`config.mk`:
```
export PLATFORM = sky130hd
export DESIGN_NAME = icu_top
export DESIGN_NICKNAME = d
export VERILOG_FILES = /design/src/rtl/icu_pkg.sv /design/src/rtl/icu_regs.sv /design/src/rtl/icu_arbiter.sv /design/src/rtl/icu_top.sv
export SDC_FILE = /design/constraint.sdc
export NUM_CORES = 2
export LEC_CHECK = 0
export ABC_AREA = 1
export BUFFER_PORTS_ARGS = -buffer_cell sky130_fd_sc_hd__clkbuf_2
export CAP_MARGIN = 20
export CORE_MARGIN = 5
export CORE_UTILIZATION = 38
export DETAILED_ROUTE_END_ITERATION = 7
export SETUP_SLACK_MARGIN = 0.3
export SYNTH_ARGS = -nofsm -noshare
export SYNTH_HDL_FRONTEND = slang
export SYNTH_HIERARCHICAL = 1
export SYNTH_SLANG_ARGS = --single-unit
```
`constraint.sdc`:
```
create_clock -name clk -period 124 [get_ports clk]
set_input_delay 6.2 -clock clk [delete_from_list [all_inputs] [get_ports clk]]
set_output_delay 6.2 -clock clk [all_outputs]
set_load 0.05 [all_outputs]
```
`src/rtl/icu_pkg.sv`:
```
package icu_pkg;
    localparam int DATA_W  = 32;
    localparam int ADDR_W  = 6;
    localparam int PRIO_W  = 4;
    localparam int LVL_W   = 5;
    // word addresses; groups are sized by the source count
    localparam int A_LEVEL  = 0;
    localparam int A_ENSET  = 1;
    localparam int A_ENCLR  = 2;
    localparam int A_STATUS = 3;
    localparam int A_ROUTE  = 8;
    localparam int A_TEST   = 16;
    localparam int A_ENRD   = 24;
    localparam int A_PRIO   = 32;
    localparam logic [LVL_W-1:0] LEVEL_RST = 5'h1F;
endpackage

```
`src/rtl/icu_regs.sv`:
```
module icu_regs #(
    parameter int NSRC = 64
) (
    input  logic                                   clk,
    input  logic                                   rst_n,
    input  logic                                   wr_i,
    input  logic                                   rd_i,
    input  logic [icu_pkg::ADDR_W-1:0]             addr_i,
    input  logic [icu_pkg::DATA_W-1:0]             wdata_i,
    input  logic [icu_pkg::DATA_W-1:0]             status_i,
    output logic [icu_pkg::DATA_W-1:0]             rdata_o,
    output logic [NSRC-1:0]                        en_o,
    output logic [NSRC-1:0]                        route_o,
    output logic [NSRC-1:0]                        test_o,
    output logic [NSRC*icu_pkg::PRIO_W-1:0]        prio_o,
    output logic [icu_pkg::LVL_W-1:0]              level_o
);
    import icu_pkg::*;

    localparam int NWORD = NSRC / DATA_W;
    localparam int NPW   = NSRC * PRIO_W / DATA_W;
    localparam int ID_W  = $clog2(NSRC);

    typedef struct packed {
        logic [NSRC-1:0]        en;
        logic [NSRC-1:0]        route;
        logic [NSRC-1:0]        test;
        logic [NSRC*PRIO_W-1:0] prio;
        logic [LVL_W-1:0]       level;
        logic [DATA_W-1:0]      rdata;
    } regs_t;

    regs_t reg_d, reg_q;

    always_comb begin
        int a;
        int num;
        reg_d       = reg_q;
        reg_d.rdata = '0;
        a           = int'(addr_i);
        num         = int'(wdata_i[ID_W-1:0]);
        if (wr_i) begin
            if (a == A_LEVEL) begin
                reg_d.level = wdata_i[LVL_W-1:0];
            end else if (a == A_ENSET) begin
                if (num < NSRC) reg_d.en[num] = 1'b1;
            end else if (a == A_ENCLR) begin
                if (num < NSRC) reg_d.en[num] = 1'b0;
            end else if (a >= A_ROUTE && a < A_ROUTE + NWORD) begin
                reg_d.route[(a - A_ROUTE)*DATA_W +: DATA_W] = wdata_i;
            end else if (a >= A_TEST && a < A_TEST + NWORD) begin
                reg_d.test[(a - A_TEST)*DATA_W +: DATA_W] = wdata_i;
            end else if (a >= A_PRIO && a < A_PRIO + NPW) begin
                reg_d.prio[(a - A_PRIO)*DATA_W +: DATA_W] = wdata_i;
            end
        end
        if (rd_i) begin
            if (a == A_LEVEL) begin
                reg_d.rdata = {{(DATA_W-LVL_W){1'b0}}, reg_q.level};
            end else if (a == A_STATUS) begin
                reg_d.rdata = status_i;
            end else if (a >= A_ROUTE && a < A_ROUTE + NWORD) begin
                reg_d.rdata = reg_q.route[(a - A_ROUTE)*DATA_W +: DATA_W];
            end else if (a >= A_TEST && a < A_TEST + NWORD) begin
                reg_d.rdata = reg_q.test[(a - A_TEST)*DATA_W +: DATA_W];
            end else if (a >= A_ENRD && a < A_ENRD + NWORD) begin
                reg_d.rdata = reg_q.en[(a - A_ENRD)*DATA_W +: DATA_W];
            end else if (a >= A_PRIO && a < A_PRIO + NPW) begin
                reg_d.rdata = reg_q.prio[(a - A_PRIO)*DATA_W +: DATA_W];
            end
        end
    end

    always_ff @(posedge clk or negedge rst_n) begin
        if (!rst_n) begin
            reg_q       <= '0;
            reg_q.level <= LEVEL_RST;
        end else begin
            reg_q <= reg_d;
        end
    end

    assign en_o    = reg_q.en;
    assign route_o = reg_q.route;
    assign test_o  = reg_q.test;
    assign prio_o  = reg_q.prio;
    assign level_o = reg_q.level;
    assign rdata_o = reg_q.rdata;
endmodule

```
`src/rtl/icu_arbiter.sv`:
```
module icu_arbiter #(
    parameter int NSRC = 64,
    localparam int ID_W = $clog2(NSRC)
) (
    input  logic [NSRC-1:0]                 req_i,
    input  logic [NSRC*icu_pkg::PRIO_W-1:0] prio_i,
    input  logic [icu_pkg::LVL_W-1:0]       level_i,
    output logic [NSRC-1:0]                 pass_o,
    output logic                            valid_o,
    output logic [ID_W-1:0]                 id_o
);
    import icu_pkg::*;

    // per-source threshold compare
    for (genvar n = 0; n < NSRC; n++) begin : g_pass
        assign pass_o[n] = req_i[n] &&
            (level_i[LVL_W-1] || (prio_i[n*PRIO_W +: PRIO_W] > level_i[PRIO_W-1:0]));
    end

    // ascending scan with >= lets a later (higher) number win a tie
    always_comb begin
        logic [PRIO_W-1:0] best_p;
        valid_o = 1'b0;
        id_o    = '0;
        best_p  = '0;
        for (int n = 0; n < NSRC; n++) begin
            if (pass_o[n] && (!valid_o || prio_i[n*PRIO_W +: PRIO_W] >= best_p)) begin
                valid_o = 1'b1;
                best_p  = prio_i[n*PRIO_W +: PRIO_W];
                id_o    = ID_W'(n);
            end
        end
    end
endmodule

```
`src/rtl/icu_top.sv`:
```
module icu_top #(
    parameter int NSRC = 64
) (
    input  logic                         clk,
    input  logic                         rst_n,
    input  logic [NSRC-1:0]              src_i,
    input  logic                         bus_wr_i,
    input  logic                         bus_rd_i,
    input  logic [icu_pkg::ADDR_W-1:0]   bus_addr_i,
    input  logic [icu_pkg::DATA_W-1:0]   bus_wdata_i,
    output logic [icu_pkg::DATA_W-1:0]   bus_rdata_o,
    output logic                         irq_o,
    output logic                         fiq_o
);
    import icu_pkg::*;

    localparam int ID_W = $clog2(NSRC);

    typedef struct packed {
        logic              irq;
        logic              fiq;
        logic [DATA_W-1:0] status;
    } out_t;

    out_t out_d, out_q;

    logic [NSRC-1:0]        en_w, route_w, test_w, pend_w, irq_cand_w, fiq_cand_w, pass_w;
    logic [NSRC*PRIO_W-1:0] prio_w;
    logic [LVL_W-1:0]       level_w;
    logic                   arb_valid;
    logic [ID_W-1:0]        arb_id;

    icu_regs #(.NSRC(NSRC)) u_regs (
        .clk      (clk),
        .rst_n    (rst_n),
        .wr_i     (bus_wr_i),
        .rd_i     (bus_rd_i),
        .addr_i   (bus_addr_i),
        .wdata_i  (bus_wdata_i),
        .status_i (out_q.status),
        .rdata_o  (bus_rdata_o),
        .en_o     (en_w),
        .route_o  (route_w),
        .test_o   (test_w),
        .prio_o   (prio_w),
        .level_o  (level_w)
    );

    assign pend_w     = en_w & (src_i | test_w);
    assign irq_cand_w = pend_w & ~route_w;
    assign fiq_cand_w = pend_w & route_w;

    icu_arbiter #(.NSRC(NSRC)) u_arb (
        .req_i   (irq_cand_w),
        .prio_i  (prio_w),
        .level_i (level_w),
        .pass_o  (pass_w),
        .valid_o (arb_valid),
        .id_o    (arb_id)
    );

    always_comb begin
        out_d.irq    = |pass_w;
        out_d.fiq    = |fiq_cand_w;
        out_d.status = arb_valid ? DATA_W'(arb_id) : '1;
    end

    always_ff @(posedge clk or negedge rst_n) begin
        if (!rst_n) begin
            out_q        <= '0;
            out_q.status <= '1;
        end else begin
            out_q <= out_d;
        end
    end

    assign irq_o = out_q.irq;
    assign fiq_o = out_q.fiq;
endmodule

```
---- Yosys cells after proc, flatten, opt, wreduce, memory -nomap -nowiden ----
Cells that the tools add are included.
Widths: inputs -> output; s select.
storage, ports and cells
  memory bits (read-only) ................. 0
  bits in latches ......................... 0
  bits in writable memories ............... 0
  input bits .............................. 106
  memories kept ........................... 0
  bits in registers ....................... 519
  output and inout port bits .............. 34
  logic and storage cells ................. 715
cells by class
  shifts and indexed selects .............. 10
  magnitude comparators ................... 137
  reduce and logical (&&, ||, !) cells .... 331
  multipliers ............................. 0
  eq/ne operators ......................... 3
  bitwise operators ....................... 13
  add/subtract/negate cells ............... 7
  div/mod/pow operators ................... 0
  multiplexer cells ....................... 205
operators with widths
  cell                       number
  $mux 4                     71
  $and 64x64->64             4
  $bwmux 256                 1
  $gt 4x4->1                 64
  $mux 32                    8
  $shift 32x33->256 const A  1
  $shiftx 256x32->32         1
  $shiftx 32x33->256         1
  $ge 4x4->1                 63
  $mux 6                     32
  $shiftx 64x32->32          3
  $logic_and 1x1->1          132
  $bwmux 64                  2
  $mux 64                    2
  $not 64->64                2
  $or 64x64->64              2
  $reduce_or 64->1           2
  $shift 32x33->64 const A   2
  $shiftx 32x33->64          2
  $logic_or 1x1->1           127
  $neg 32->33                3
  $mux 5                     16
  $mux 1                     66
  $logic_not 1->1            63
  24 further kinds           36

---- Depth between registers and ports, before layout ----
  depth in word-level cells ............... 258
  gate-level depth with buffers ........... 721
  mapped depth without buffers ............ 699

---- Cells and area by module ----
Netlist, hierarchy kept.
modules (own cells, without submodules)
  module       seq. area each (µm²)  area each (µm²)  instances  cells each
  icu_regs     12142.9               26489.2          1          3597
  icu_arbiter  0.0                   16829.9          1          2741
  icu_top      234.0                 2127.0           1          460

---- Worst setup path after synthesis ----
No wires, ideal clock.
  kind .................................... in2reg
  start ................................... input port src_i[0]
  end ..................................... register out_q[4] (netlist bit)
  stages .................................. 656
  arrival ................................. 75.128 ns
  path buffers ............................ 22
  required time ........................... 123.916 ns
  slack ................................... 48.788 ns
  library setup time ...................... 0.084 ns
  cell sequence ........................... inv_1 nand2_1 nand2_1 nor2_1 nand2_2 inv_1 nand2_1 ha_1 inv_1 o21bai_1 nand2_1 nand2_1 nor2_1 nand3_1 nand2_2 o21ai_0 ha_1 inv_1 [620 not listed] o21ai_0 nand2_1 a21oi_1 nand2_2 nand2_4 or2_0 nand2_1 ha_1 a21boi_0 o21ai_0 nand2_1 a21oi_1 o21ai_1 nand2_1 nand2_1 inv_2 nand3_1 or2_2
RTL lines
  element               line           RTL
  start, declared       icu_top.sv:6   input logic [NSRC-1:0] src_i,
  end signal, assigned  icu_top.sv:73  out_q <= out_d;
  end, declared         icu_top.sv:25  out_t out_d, out_q;

==> results.sh <==
export IMPL_report_final_setup_viol=0
export IMPL_crit_reg2reg_launch="u_regs/level_o[3]$_DFFE_PN1P_"
export IMPL_worst_endpoint_required_ps=124620
export IMPL_first_global_vias=43850
export IMPL_die_w_um=355.8
export IMPL_synth_top_area_share_pct=26.54
export IMPL_ctsHtreeMaxLevel=2
export IMPL_post_synth_num_cell_types=66
export IMPL_post_synth_top_area_cell="sky130_fd_sc_hd__dfrtp_1"
export IMPL_critPathKind="in2reg"
export IMPL_postSynthAreaPerCell_sq_um=6.685
export IMPL_powerDensity_nw_per_um2=9.863
export IMPL_cts_root_buf="sky130_fd_sc_hd__clkbuf_16"
export IMPL_synth_area_sq_um=45450
export IMPL_most_frequent_cells_after_synthesis="sky130_fd_sc_hd__nand2_1 (1,758), sky130_fd_sc_hd__inv_1 (982), sky130_fd_sc_hd__o21ai_0 (770), sky130_fd_sc_hd__ha_1 (488), sky130_fd_sc_hd__dfrtp_1 (482)"
export IMPL_hp_class="reg2reg"
export IMPL_core_area_sq_um=118400
export IMPL_power_switching_fraction_pct=37.15
export IMPL_critical_path_s_most_frequent_cell="sky130_fd_sc_hd__nand2_1"
export IMPL_cts_sinks=494
export IMPL_yosysMostFrequentCell="sky130_fd_sc_hd__nand2_1"
export IMPL_wire_per_inst_um=25.36
export IMPL_setup_tns_final_ps=0
export IMPL_crit_path_start="src_i[0]"
export IMPL_met2_wirelength_mm=87.15
export IMPL_synth_seq_cells=494
export IMPL_p_leak_nw=25.43
export IMPL_reg2reg_depth=637
export IMPL_reg2reg_setup_slack_ps=42800
export IMPL_crit_path_top_delay_cell="sky130_fd_sc_hd__o21ai_0"
export IMPL_total_switching_power_w=0.0001814
export IMPL_placement_setup_slack_ps=38710
export IMPL_grt_max_degree=155
export IMPL_syn_num_nets=7393
export IMPL_fill_cells=12470
export IMPL_fin_worst_skew_ps=64.66
export IMPL_worstSetupEndpoint="out_q[1]$_DFF_PN1_"
export IMPL_sequential_cell_area_sq_um=12380
export IMPL_wirelength_met1_mm=83.14
export IMPL_p_clk_share_pct=37.3
export IMPL_timing_max_cap_violations=0
export IMPL_r2r_endpoint="out_q[1]$_DFF_PN1_"
export IMPL_grt_pass1_wl_mm=305.4
export IMPL_async_flop_share_pct=100.0
export IMPL_drt_pre_antenna_iters=7
export IMPL_area_growth_pct=8.931
export IMPL_insertion_delay_ps=690
export IMPL_timing_critical_path_from_type="primary input"
export IMPL_ratio_of_cells_with_drive_above_1_in_the_final_layout_pct=9.529
export IMPL_cell_internal_pwr_w=0.0003069
export IMPL_maxUsedRoutingLayer="met5"
export IMPL_synthCells=6798
export IMPL_worst_ep_arrival_time_ps=86460
export IMPL_gp_routability_congestion=1.028
export IMPL_io_pins=140
export IMPL_dieHeight_um=355.8
export IMPL_grt_antenna_before_repair=35
export IMPL_post_route_drc_count=0
export IMPL_synth_top_cells_by_area="sky130_fd_sc_hd__dfrtp_1 (27%), sky130_fd_sc_hd__nand2_1 (15%), sky130_fd_sc_hd__ha_1 (13%), sky130_fd_sc_hd__o21ai_0 (8.5%), sky130_fd_sc_hd__inv_1 (8.1%)"
export IMPL_postCtsHoldBufs=0
export IMPL_final_critical_path_setup_slack_ps=38160
export IMPL_seq_power_share_pct=34.8
export IMPL_ctsLongestPathBuffers=3
export IMPL_place_port_buffers=139
export IMPL_worst_setup_path_end_kind="flip-flop"
export IMPL_drtIter0Drc=6180
export IMPL_power_frac_comb_pct=27.9
export IMPL_worst_ir_drop_vdd_mv=0.01195
export IMPL_whs_path_depth=2
export IMPL_floorplan_initialDensity_pct=38.38
export IMPL_postCtsSetupRepairBufs=0
export IMPL_critical_path_max_stage_delay_ps=550
export IMPL_clkTransAtPathRegs_ps=60
export IMPL_drt_via_density=5.650
export IMPL_slew_headroom_pct=18.08
export IMPL_synth_edff_count=0
export IMPL_fmax_mhz=11.65
export IMPL_totalWireLength_mm=214.4
export IMPL_dpl_hpwl_mm=161.5
export IMPL_flip_flop_cell_with_the_highest_count_after_synthesis="sky130_fd_sc_hd__dfrtp_1"
export IMPL_result_of_the_run="finished, final reports clean"
export IMPL_final_net_count=7383
export IMPL_cts_repair_resize_count=0
export IMPL_die_area_sq_um=126600
export IMPL_synth_yosys_seq_area_share_pct=27.23
export IMPL_placementRows=126
export IMPL_timing_max_transition_violations_final=0
export IMPL_area_occupied_by_multi_input_gates_sq_um=27910
export IMPL_numCtsBuffers=58
export IMPL_synth_warnings=6
export IMPL_postRouteAntennaNets=0
export IMPL_timing_final_crit_share_pct=69.23
export IMPL_grt_ovfl_total=0
export IMPL_number_of_vias_in_the_routed_layout=47780
export IMPL_grt_usage_pct=32.75
export IMPL_utilization_pct=41.81
export IMPL_route_met3_wl_mm=24.30
export IMPL_hold_violation_count_in_the_final_report=0
export IMPL_max_slew_worst_pin_slew_ps=1224
export IMPL_critical_path_max_fanout=13
export IMPL_fin_crit_ps=85840
export IMPL_grt_setup_unrepaired="false"
export IMPL_clock_tree_from_tritoncts="done"
[stage by stage]
step	cells	hold slack (ps)	power, W	area (sq um)
2_1_floorplan	6798	464.3	0.0002558	45450
3_3_place_gp	8324	489.3	0.0003028	47410
3_5_place_dp	8325	496.9	0.0003043	47430
4_1_cts	8429	511.7	0.0004843	49390
5_1_grt	8437	538.9	0.0005079	49460
6_report	8456	510.6	0.0004883	49510
[how the worst min path moves through the flow]
stage	startpoint	endpoint	slack (ps)
finish	u_regs/prio_o[216]$_DFFE_PN0P_	u_regs/prio_o[216]$_DFFE_PN0P_	510
global route	u_regs/prio_o[44]$_DFFE_PN0P_	u_regs/prio_o[44]$_DFFE_PN0P_	540
detailed placement	u_regs/prio_o[48]$_DFFE_PN0P_	u_regs/prio_o[48]$_DFFE_PN0P_	500
floorplan	u_regs/prio_o[200]$_DFFE_PN0P_	u_regs/prio_o[200]$_DFFE_PN0P_	460
global placement	u_regs/prio_o[44]$_DFFE_PN0P_	u_regs/prio_o[44]$_DFFE_PN0P_	490
CTS	u_regs/prio_o[136]$_DFFE_PN0P_	u_regs/prio_o[136]$_DFFE_PN0P_	510
[worst max-delay path, delay by kind of cell]
family | cells | cell delay (ps)
AND/OR/NAND/NOR | 315 | 30190
AO/OA/AOI/OAI | 193 | 28070
adder cells (fa/ha/maj) | 63 | 18070
buffers and inverters | 62 | 3820
[cells by family after synthesis]
| kind of cell | synth area share [%] |
|---|---|
| AND/OR/NAND/NOR | 30.93 |
| AO/OA/AOI/OAI | 16.09 |
| buffers and inverters | 11.59 |
| flip-flops | 27.23 |
| adder cells (fa/ha/maj) | 13.48 |
| multiplexers | 0.6387 |
| XOR/XNOR | 0.03855 |
[routing by layer]
layer | up-vias | global-route usage (%)
met5 | - | 0
met4 | 18 | 24.33
met3 | 580 | 9.295
met2 | 2707 | 47.65
met1 | 22340 | 41.20
li1 | 22130 | -
[cells in the final DEF, fill, tap and decap left out, types with 24 or more instances in the layout]
cell / count
sky130_fd_sc_hd__a21boi_0: 55
sky130_fd_sc_hd__a21oi_1: 234
sky130_fd_sc_hd__buf_4: 62
sky130_fd_sc_hd__clkbuf_16: 58
sky130_fd_sc_hd__clkbuf_2: 136
sky130_fd_sc_hd__dfrtp_1: 482
sky130_fd_sc_hd__diode_2: 24
sky130_fd_sc_hd__ha_1: 486
sky130_fd_sc_hd__inv_1: 979
sky130_fd_sc_hd__inv_2: 39
sky130_fd_sc_hd__mux2i_1: 29
sky130_fd_sc_hd__nand2_1: 1755
sky130_fd_sc_hd__nand2_2: 159
sky130_fd_sc_hd__nand3_1: 373
sky130_fd_sc_hd__nand3_2: 52
sky130_fd_sc_hd__nand4_1: 164
sky130_fd_sc_hd__nor2_1: 420
sky130_fd_sc_hd__nor3_1: 113
sky130_fd_sc_hd__o211ai_1: 66
sky130_fd_sc_hd__o21a_1: 62
sky130_fd_sc_hd__o21ai_0: 770
sky130_fd_sc_hd__o21ai_1: 40
sky130_fd_sc_hd__o21bai_1: 38
sky130_fd_sc_hd__or2_2: 24
[area by class of cell]
class	count	share of cell area [%]
antenna	24	0.1213
clock buffer	81	3.349
clock inverter	23	0.6091
inverter	1033	7.891
multi-input combinational	4995	56.37
sequential	494	25.01
tap	1600	4.044
timing repair buffer	206	2.603
[power groups by stage]
stage | sequential, W | combinational (W) | clock, W
2_1_floorplan | 0.000173 | 0.0000829 | 0
5_1_grt | 0.000170 | 0.000150 | 0.000188
6_report | 0.000170 | 0.000136 | 0.000182
4_1_cts | 0.000169 | 0.000133 | 0.000182
3_3_place_gp | 0.000172 | 0.000130 | 0
3_5_place_dp | 0.000172 | 0.000132 | 0
Power figures use the tool's default switching activity.
